<file path="src/rtl/nfe_pkg.sv">
// Shared constants and types for the NAND on-die ECC feature enabler.
package nfe_pkg;
    localparam int BYTE_W = 8;
    typedef logic [BYTE_W-1:0] byte_t;

    typedef enum logic [2:0] {
        ST_IDLE,
        ST_CMD,
        ST_ADDR,
        ST_DATA,
        ST_DONE
    } seq_state_t;

    localparam byte_t OP_SET_FEATURE = 8'hEF;
    localparam byte_t FEAT_ADDR_ECC  = 8'h90;
    localparam byte_t VENDOR_MASK    = 8'h2C;
    localparam byte_t ECC_BITS_REQ   = 8'd4;
    localparam byte_t ECC_ON_VALUE   = 8'h08;
    localparam int    NUM_MODELS     = 3;
endpackage

</file>
<file path="src/rtl/nfe_qualify.sv">
// Capability check: decides from three parameter-page bytes whether the
// device supports on-die correction. Purely combinational.
// Assumes the bytes are stable while start is presented.
module nfe_qualify
    import nfe_pkg::*;
#(
    parameter byte_t VENDOR_BITS = VENDOR_MASK,
    parameter byte_t BITS_REQ    = ECC_BITS_REQ,
    parameter byte_t MODEL_LIST [NUM_MODELS] = '{8'h31, 8'h32, 8'h34}
) (
    input  byte_t vendor_code_i,
    input  byte_t ecc_bits_i,
    input  byte_t model_char_i,
    output logic  qualified_o
);
    logic [NUM_MODELS-1:0] model_hit;
    logic                  vendor_ok;
    logic                  bits_ok;

    // One comparator per accepted model character
    for (genvar g = 0; g < NUM_MODELS; g++) begin : g_model
        assign model_hit[g] = (model_char_i == MODEL_LIST[g]);
    end

    // Combine the three field checks
    always_comb begin
        vendor_ok   = ((vendor_code_i & VENDOR_BITS) == VENDOR_BITS);
        bits_ok     = (ecc_bits_i == BITS_REQ);
        qualified_o = vendor_ok && bits_ok && (|model_hit);
    end
endmodule

</file>
<file path="src/rtl/nfe_payload.sv">
// Data-beat generator: returns the feature data byte for a given beat
// index and enable choice. Assumes beat index is below NUM_DATA.
module nfe_payload
    import nfe_pkg::*;
#(
    parameter int    NUM_DATA  = 4,
    parameter int    ON_BEAT   = 0,
    parameter byte_t ON_VALUE  = ECC_ON_VALUE,
    localparam int   CNT_W     = (NUM_DATA > 1) ? $clog2(NUM_DATA) : 1
) (
    input  logic             ecc_on_i,
    input  logic [CNT_W-1:0] beat_i,
    output byte_t            data_o
);
    // Only the designated beat carries the enable value
    always_comb begin
        if (ecc_on_i && (beat_i == CNT_W'(ON_BEAT)))
            data_o = ON_VALUE;
        else
            data_o = '0;
    end
endmodule

</file>
<file path="src/rtl/nfe_seq.sv">
// Sequencer: accepts a start in idle, then either walks command, address
// and NUM_DATA data beats, or jumps straight to done for an unsupported
// device. Starts outside idle are ignored. Outputs decode from state.
module nfe_seq
    import nfe_pkg::*;
#(
    parameter int  NUM_DATA = 4,
    localparam int CNT_W    = (NUM_DATA > 1) ? $clog2(NUM_DATA) : 1,
    localparam logic [CNT_W-1:0] LAST_BEAT = CNT_W'(NUM_DATA - 1)
) (
    input  logic             clk,
    input  logic             rst_n,
    input  logic             start_i,
    input  logic             ecc_on_i,
    input  logic             qualified_i,
    input  byte_t            payload_i,
    output logic [CNT_W-1:0] beat_o,
    output logic             ecc_on_q_o,
    output logic             cmd_we_o,
    output logic             addr_we_o,
    output logic             data_we_o,
    output byte_t            bus_byte_o,
    output logic             done_o,
    output logic             supported_o
);
    seq_state_t       state;
    logic [CNT_W-1:0] beat;
    logic             ecc_on_q;
    logic             sup_q;

    // State, beat counter and request latches
    always_ff @(posedge clk) begin
        if (!rst_n) begin
            state    <= ST_IDLE;
            beat     <= '0;
            ecc_on_q <= 1'b0;
            sup_q    <= 1'b0;
        end else begin
            case (state)
                ST_IDLE: begin
                    if (start_i) begin
                        ecc_on_q <= ecc_on_i;
                        sup_q    <= qualified_i;
                        beat     <= '0;
                        state    <= qualified_i ? ST_CMD : ST_DONE;
                    end
                end
                ST_CMD:  state <= ST_ADDR;
                ST_ADDR: state <= ST_DATA;
                ST_DATA: begin
                    if (beat == LAST_BEAT) begin
                        state <= ST_DONE;
                    end else begin
                        beat <= beat + 1'b1;
                    end
                end
                ST_DONE: state <= ST_IDLE;
                default: state <= ST_IDLE;
            endcase
        end
    end

    // Strobe and byte decode from the current state
    always_comb begin
        cmd_we_o   = (state == ST_CMD);
        addr_we_o  = (state == ST_ADDR);
        data_we_o  = (state == ST_DATA);
        done_o     = (state == ST_DONE);
        bus_byte_o = '0;
        if (cmd_we_o)
            bus_byte_o = OP_SET_FEATURE;
        else if (addr_we_o)
            bus_byte_o = FEAT_ADDR_ECC;
        else if (data_we_o)
            bus_byte_o = payload_i;
    end

    assign beat_o      = beat;
    assign ecc_on_q_o  = ecc_on_q;
    assign supported_o = sup_q;
endmodule

</file>
<file path="src/rtl/nand_ecc_feature_ctl.sv">
// Top: NAND on-die ECC feature enabler. Checks device capability, then
// writes the set-features sequence over a byte-wide strobed NAND bus.
// Assumes parameter-page bytes are held stable around the start pulse.
module nand_ecc_feature_ctl
    import nfe_pkg::*;
#(
    parameter int  NUM_DATA = 4,
    localparam int CNT_W    = (NUM_DATA > 1) ? $clog2(NUM_DATA) : 1
) (
    input  logic       clk,
    input  logic       rst_n,
    input  logic       start_i,
    input  logic       ecc_on_i,
    input  logic [7:0] vendor_code_i,
    input  logic [7:0] ecc_bits_i,
    input  logic [7:0] model_char_i,
    output logic       cmd_we_o,
    output logic       addr_we_o,
    output logic       data_we_o,
    output logic [7:0] bus_byte_o,
    output logic       done_o,
    output logic       supported_o
);
    logic             qualified;
    logic [CNT_W-1:0] beat;
    logic             ecc_on_q;
    byte_t            payload;

    nfe_qualify u_qualify (
        .vendor_code_i (vendor_code_i),
        .ecc_bits_i    (ecc_bits_i),
        .model_char_i  (model_char_i),
        .qualified_o   (qualified)
    );

    nfe_payload #(.NUM_DATA(NUM_DATA)) u_payload (
        .ecc_on_i (ecc_on_q),
        .beat_i   (beat),
        .data_o   (payload)
    );

    nfe_seq #(.NUM_DATA(NUM_DATA)) u_seq (
        .clk         (clk),
        .rst_n       (rst_n),
        .start_i     (start_i),
        .ecc_on_i    (ecc_on_i),
        .qualified_i (qualified),
        .payload_i   (payload),
        .beat_o      (beat),
        .ecc_on_q_o  (ecc_on_q),
        .cmd_we_o    (cmd_we_o),
        .addr_we_o   (addr_we_o),
        .data_we_o   (data_we_o),
        .bus_byte_o  (bus_byte_o),
        .done_o      (done_o),
        .supported_o (supported_o)
    );
endmodule

</file>
<file path="config.mk">
export PLATFORM = sky130hd
export DESIGN_NAME = nand_ecc_feature_ctl
export DESIGN_NICKNAME = d
export VERILOG_FILES = /design/src/rtl/nfe_pkg.sv /design/src/rtl/nfe_qualify.sv /design/src/rtl/nfe_payload.sv /design/src/rtl/nfe_seq.sv /design/src/rtl/nand_ecc_feature_ctl.sv
export SDC_FILE = /design/constraint.sdc
export NUM_CORES = 1
export LEC_CHECK = 0
export ABC_AREA = 1
export BUFFER_PORTS_ARGS = -buffer_cell sky130_fd_sc_hd__buf_2
export CAP_MARGIN = 0
export CORE_MARGIN = 8
export CORE_UTILIZATION = 43
export DETAILED_ROUTE_END_ITERATION = 7
export PLACE_DENSITY_LB_ADDON = 0.15
export SLEW_MARGIN = 25
export SYNTH_ARGS = -nofsm -noshare
export SYNTH_HDL_FRONTEND = slang
export SYNTH_SLANG_ARGS = --single-unit
</file>
<file path="constraint.sdc">
create_clock -name clk -period 2.2 [get_ports clk]
set_input_delay 0.11 -clock clk [delete_from_list [all_inputs] [get_ports clk]]
set_output_delay 0.11 -clock clk [all_outputs]
set_load 0.02 [all_outputs]
</file>
==> results.sh, run 1 <==
export IMPL_syn_num_nets=134
export IMPL_hp_class="input pin to flip-flop"
export IMPL_die_area_um2=2840
export IMPL_grt_use_total_pct=10.2
export IMPL_routed_wl_um=1350
export IMPL_dr_max_layer_used="met4"
export IMPL_drc=0
export IMPL_drt_vias_per_instance=4.42
export IMPL_antenna_found_initial=0
export IMPL_drv_cap=0
export IMPL_initial_core_util_pct=45.9
export IMPL_syn_area_per_cell_um2=5.74
export IMPL_hold_buffers=0
export IMPL_die_h_um=53.3
export IMPL_syn_area_um2=597
export IMPL_syn_to_final_growth_pct=30.6
export IMPL_io_pins=41
export IMPL_final_antenna_net_count=0
export IMPL_syn_inst=104
export IMPL_power_density_nw_per_um2=571
export IMPL_yosysSeqAreaShare_pct=23.5
export IMPL_critPathLaunchType="flip-flop"
export IMPL_dr_pass1_iters=4
export IMPL_final_common_cell="buf_2"
export IMPL_cts_resized=0
export IMPL_io_buffers=35
export IMPL_wl_met1_um=594
export IMPL_rsz0062_at_grt="false"
export IMPL_tns_ps=0
export IMPL_tritoncts="done"
export IMPL_timing_final_crit_share_pct=68.9
export IMPL_vdd_ir_drop_max_mv=0.318
export IMPL_period_minus_slack_ps=1520
export IMPL_drive_gt1_share_pct=34.8
export IMPL_grt_pass1_vias=602
export IMPL_diodes=0
export IMPL_first_iter_violations=9
export IMPL_timing_final_ws_setup_ps=685
export IMPL_required_ps=2090
export IMPL_nNetsFinal=169
export IMPL_synthFlopType="dfxtp_1"
export IMPL_clockBufferDepth=2
export IMPL_grt_pass1_wl_um=2210
export IMPL_core_um2=1300
export IMPL_ys_async_sr_fraction_pct=0
export IMPL_post_cts_setup_buffers=0
export IMPL_finalClockSkew_ps=3.30
export IMPL_routabilityCongestion=0.756
export IMPL_cp_slowest_cell="dfxtp_1"
export IMPL_synth_seq_cells=7
export IMPL_max_freq_ghz=0.660
export IMPL_worstMarginPinSlew_ps=314
export IMPL_end_kind="output port"
export IMPL_final_hold_violation_count=0
export IMPL_slew_viol_final=0
export IMPL_synth_edf_count=0
export IMPL_ys_warn_count=0
export IMPL_clk_pin_slew_worst_paths_ps=50
export IMPL_fillers=143
export IMPL_grt_max_degree=8
export IMPL_worstPathMaxFanout=7
export IMPL_clkLatencyLatePin_ps=240
export IMPL_overflow=0
export IMPL_dr_wl_met2_um=584
export IMPL_setup_viol=0
export IMPL_die_width_um=53.3
export IMPL_yosys_cell_types_count=17
export IMPL_relSlewSlack_pct=79.0
export IMPL_post_dp_hpwl_um=1250
export IMPL_cts_inserted_buffers=3
export IMPL_crit_type="flip-flop to output port"
export IMPL_critPathMaxStageDelay_ps=440
export IMPL_clock_sinks=7
export IMPL_htree_num_levels=1
export IMPL_clock_root_buffer="clkbuf_4"
export IMPL_vias=676
export IMPL_status="finished clean"
export IMPL_leakage_nw=0.500
export IMPL_fp_row_count=13
export IMPL_wl_met3_um=155
export IMPL_drt_wirelength_per_cell_um=8.82
export IMPL_mostFrequentLayoutCells="buf_2, nand2_1, inv_1"
export IMPL_arrival_ps=1410
export IMPL_dpl_worst_slack_ps=917
export IMPL_path_cells="nand2_1 -> nor2_1 -> or2_1 -> buf_2"
## worst max-delay path: cells and delay by family, from the launching register on
kind / cells / cell delay [ps]
buffers and inverters: 1 / 170
DFF: 1 / 440
and+or+nand+nor: 3 / 550
## layout make-up
class | instances | area, µm² | area share, %
multi-input combinational | 68 | 329 | 42.2
timing repair buffer | 35 | 175 | 22.5
sequential | 7 | 140 | 18.0
inverter | 24 | 90.1 | 11.6
clock buffer | 4 | 26.3 | 3.37
tap | 15 | 18.8 | 2.41
## layer usage
layer	GRT usage, %	vias up
met5	0	-
met4	3.78	0
met3	5.32	4
met2	16.8	26
met1	10.9	269
li1	-	377
## cells in the mapped netlist, types with 4 or more instances
cell	n	area, µm²
inv_2	4	15.0
o21ai_1	4	20.0
nor2_1	19	71.3
inv_1	20	75.1
buf_4	5	37.5
dfxtp_1	7	140
nand3_1	4	20.0
a21oi_1	7	35.0
nand2_1	22	82.6
## final timing paths
path,cells past startpoint,endpoint,slack (ps),start
setup / recovery,4,bus_byte_o[7],680,u_seq.state[0]
hold / removal,3,u_seq.ecc_on_q_o,90,ecc_on_i
hold reg to reg,2,u_seq.ecc_on_q_o,510,u_seq.ecc_on_q_o
setup reg to reg,6,u_seq.beat_o[1],950,u_seq.state[1]
## cell families after synthesis
group                    synth area share (%)
flip-flops                               23.5
AND/OR/NAND/NOR                          41.7
buffers and inverters                    21.4
adder cells (fa/ha/maj)                  4.19
AO/OA/AOI/OAI                            9.22
## flip-flops by register name, indices dropped and copies added, names as in the netlist
register,flops
u_seq.state,3
u_seq.beat_o,2
u_seq.ecc_on_q_o,1
u_seq.supported_o,1
## power breakdown
group          internal, W  switching (W)  leakage [nW]
sequential        0.000144      0.0000176        0.0576
combinational    0.0000660       0.000107         0.428
clock            0.0000689      0.0000421        0.0150
## through the flow
step / power, W / util, % / instances / hold slack (ps) / instance area, µm²
after floorplan: 0.000291 / - / 104 / 245 / 597
after CTS: 0.000451 / 59.9 / 153 / 85.1 / 779
after global placement: 0.000335 / 57.9 / 149 / 340 / 753
final: 0.000445 / 59.9 / 153 / 85.9 / 779
after detailed placement: 0.000339 / 57.9 / 149 / 338 / 753
after global routing: 0.000489 / 59.9 / 153 / 108 / 779
Note: power is estimated with default switching activity, not from simulation.
==> run 2, diff against run 1 <==
--- a/config.mk
+++ b/config.mk
@@ -9,7 +9,7 @@
 export BUFFER_PORTS_ARGS = -buffer_cell sky130_fd_sc_hd__buf_2
 export CAP_MARGIN = 0
 export CORE_MARGIN = 8
-export CORE_UTILIZATION = 43
+export CORE_UTILIZATION = 40
 export DETAILED_ROUTE_END_ITERATION = 7
 export PLACE_DENSITY_LB_ADDON = 0.15
 export SLEW_MARGIN = 25
==> constraint.sdc (replaced) <==
create_clock -name clk -period 1.5 [get_ports clk]
set_input_delay 0.075 -clock clk [delete_from_list [all_inputs] [get_ports clk]]
set_output_delay 0.075 -clock clk [all_outputs]
set_load 0.02 [all_outputs]
==> results.sh, run 2 (synthesis results as in run 1) <==
export IMPL_status="finished clean"
export IMPL_grt_pass1_wl_um=2310
export IMPL_grt_pass1_vias=605
export IMPL_syn_to_final_growth_pct=31.9
export IMPL_clkLatencyLatePin_ps=260
export IMPL_mostFrequentLayoutCells="buf_2, nand2_1, inv_1"
export IMPL_overflow=0
export IMPL_vdd_ir_drop_max_mv=0.532
export IMPL_htree_num_levels=1
export IMPL_nNetsFinal=169
export IMPL_antenna_found_initial=0
export IMPL_dr_pass1_iters=4
export IMPL_path_cells="nand2_1 -> nor2_2 -> or2_1 -> buf_2"
export IMPL_leakage_nw=0.501
export IMPL_grt_use_total_pct=10.7
export IMPL_diodes=0
export IMPL_cts_inserted_buffers=3
export IMPL_routed_wl_um=1450
export IMPL_post_dp_hpwl_um=1240
export IMPL_hold_depth=3
export IMPL_final_area_um2=787
export IMPL_fin_cells=154
export IMPL_regMostFlops="u_seq.state"
export IMPL_multiInputGateArea_um2=332
export IMPL_core_um2=1450
export IMPL_worstPathMaxFanout=7
export IMPL_grt_max_degree=8
export IMPL_io_buffers=35
export IMPL_max_freq_ghz=0.735
export IMPL_largest_reg_flops=3
export IMPL_drt_wirelength_per_cell_um=9.41
export IMPL_arrival_ps=1280
export IMPL_place_area_um2=757
export IMPL_final_common_cell="buf_2"
export IMPL_rr_worst_depth=6
export IMPL_dp_cells=150
export IMPL_timing_final_crit_share_pct=90.7
export IMPL_required_ps=1420
export IMPL_die_area_um2=2980
export IMPL_power_density_nw_per_um2=860
export IMPL_drt_vias_per_instance=4.47
export IMPL_dpl_worst_slack_ps=266
export IMPL_io_pins=41
export IMPL_hp_class="input pin to flip-flop"
export IMPL_tritoncts="done"
export IMPL_clockBufferDepth=2
export IMPL_hold_buffers=0
export IMPL_drc=0
export IMPL_relSlewSlack_pct=80.4
export IMPL_end_kind="output port"
export IMPL_first_iter_violations=10
export IMPL_finalClockSkew_ps=6.31
export IMPL_timing_final_ws_setup_ps=140
export IMPL_critPathLaunchType="flip-flop"
export IMPL_clock_sinks=7
export IMPL_setup_viol=0
export IMPL_period_minus_slack_ps=1360
export IMPL_clock_root_buffer="clkbuf_4"
export IMPL_die_width_um=54.6
export IMPL_die_h_um=54.6
export IMPL_drv_cap=0
export IMPL_fp_row_count=14
export IMPL_utilization_pct=54.1
export IMPL_worstMarginPinSlew_ps=292
export IMPL_vias=688
export IMPL_tns_ps=0
export IMPL_slew_viol_final=0
export IMPL_clk_pin_slew_worst_paths_ps=60
export IMPL_final_antenna_net_count=0
export IMPL_crit_type="flip-flop to output port"
export IMPL_cp_slowest_cell="dfxtp_2"
export IMPL_initial_core_util_pct=41.0
export IMPL_final_hold_violation_count=0
export IMPL_routabilityCongestion=0.747
export IMPL_fillers=151
export IMPL_register_area_um2=144
export IMPL_drive_gt1_share_pct=37.7
export IMPL_rsz0062_at_grt="false"
export IMPL_critPathMaxStageDelay_ps=390
[run 2: routing by layer]
layer  vias up  track usage, %  part of all wire, %
met4         0            8.61                  2.2
met2        22            18.1                   48
met5         -               0                    0
li1        376               -                    -
met1       286            10.6                   40
met3         4            2.99                   10
[run 2: where the power goes]
part | total, W | internal, W | switching [W]
Combinational | 0.000256 | 0.0000979 | 0.000158
Clock | 0.000182 | 0.000102 | 0.0000794
Sequential | 0.000239 | 0.000213 | 0.0000260
[run 2: final timing paths]
kind | start | to | slack, ps
hold reg to reg | u_seq.ecc_on_q_o | u_seq.ecc_on_q_o | 510
setup reg to reg | u_seq.state[1] | u_seq.beat_o[0] | 310
hold / removal | ecc_on_i | u_seq.ecc_on_q_o | 30
setup / recovery | u_seq.state[0] | bus_byte_o[7] | 140
[run 2: critical path, delay by kind of cell, from the launching register on]
kind / cells / cell delay, ps
and+or+nand+nor: 3 / 460
DFF: 1 / 390
buffers and inverters: 1 / 170
[run 2: cell type report]
| type | count | area share [%] |
|---|---|---|
| Inverter | 24 | 11.4 |
| Tap cell | 16 | 2.54 |
| Multi-Input combinational cell | 68 | 42.1 |
| Sequential cell | 7 | 18.3 |
| Clock buffer | 4 | 3.34 |
| Timing Repair Buffer | 35 | 22.3 |
[run 2: what timing repair did]
action,CTS,global route
setup endpoints to repair,0,1
resized for setup,0,3
buffers inserted,0,0
[run 2: through the flow]
| stage | hold slack, ps | power, W |
|---|---|---|
| after floorplan | 210 | 0.000428 |
| after global placement | 301 | 0.000494 |
| after detailed placement | 305 | 0.000500 |
| after CTS | 28.0 | 0.000686 |
| after global routing | 34.7 | 0.000729 |
| final | 31.1 | 0.000677 |
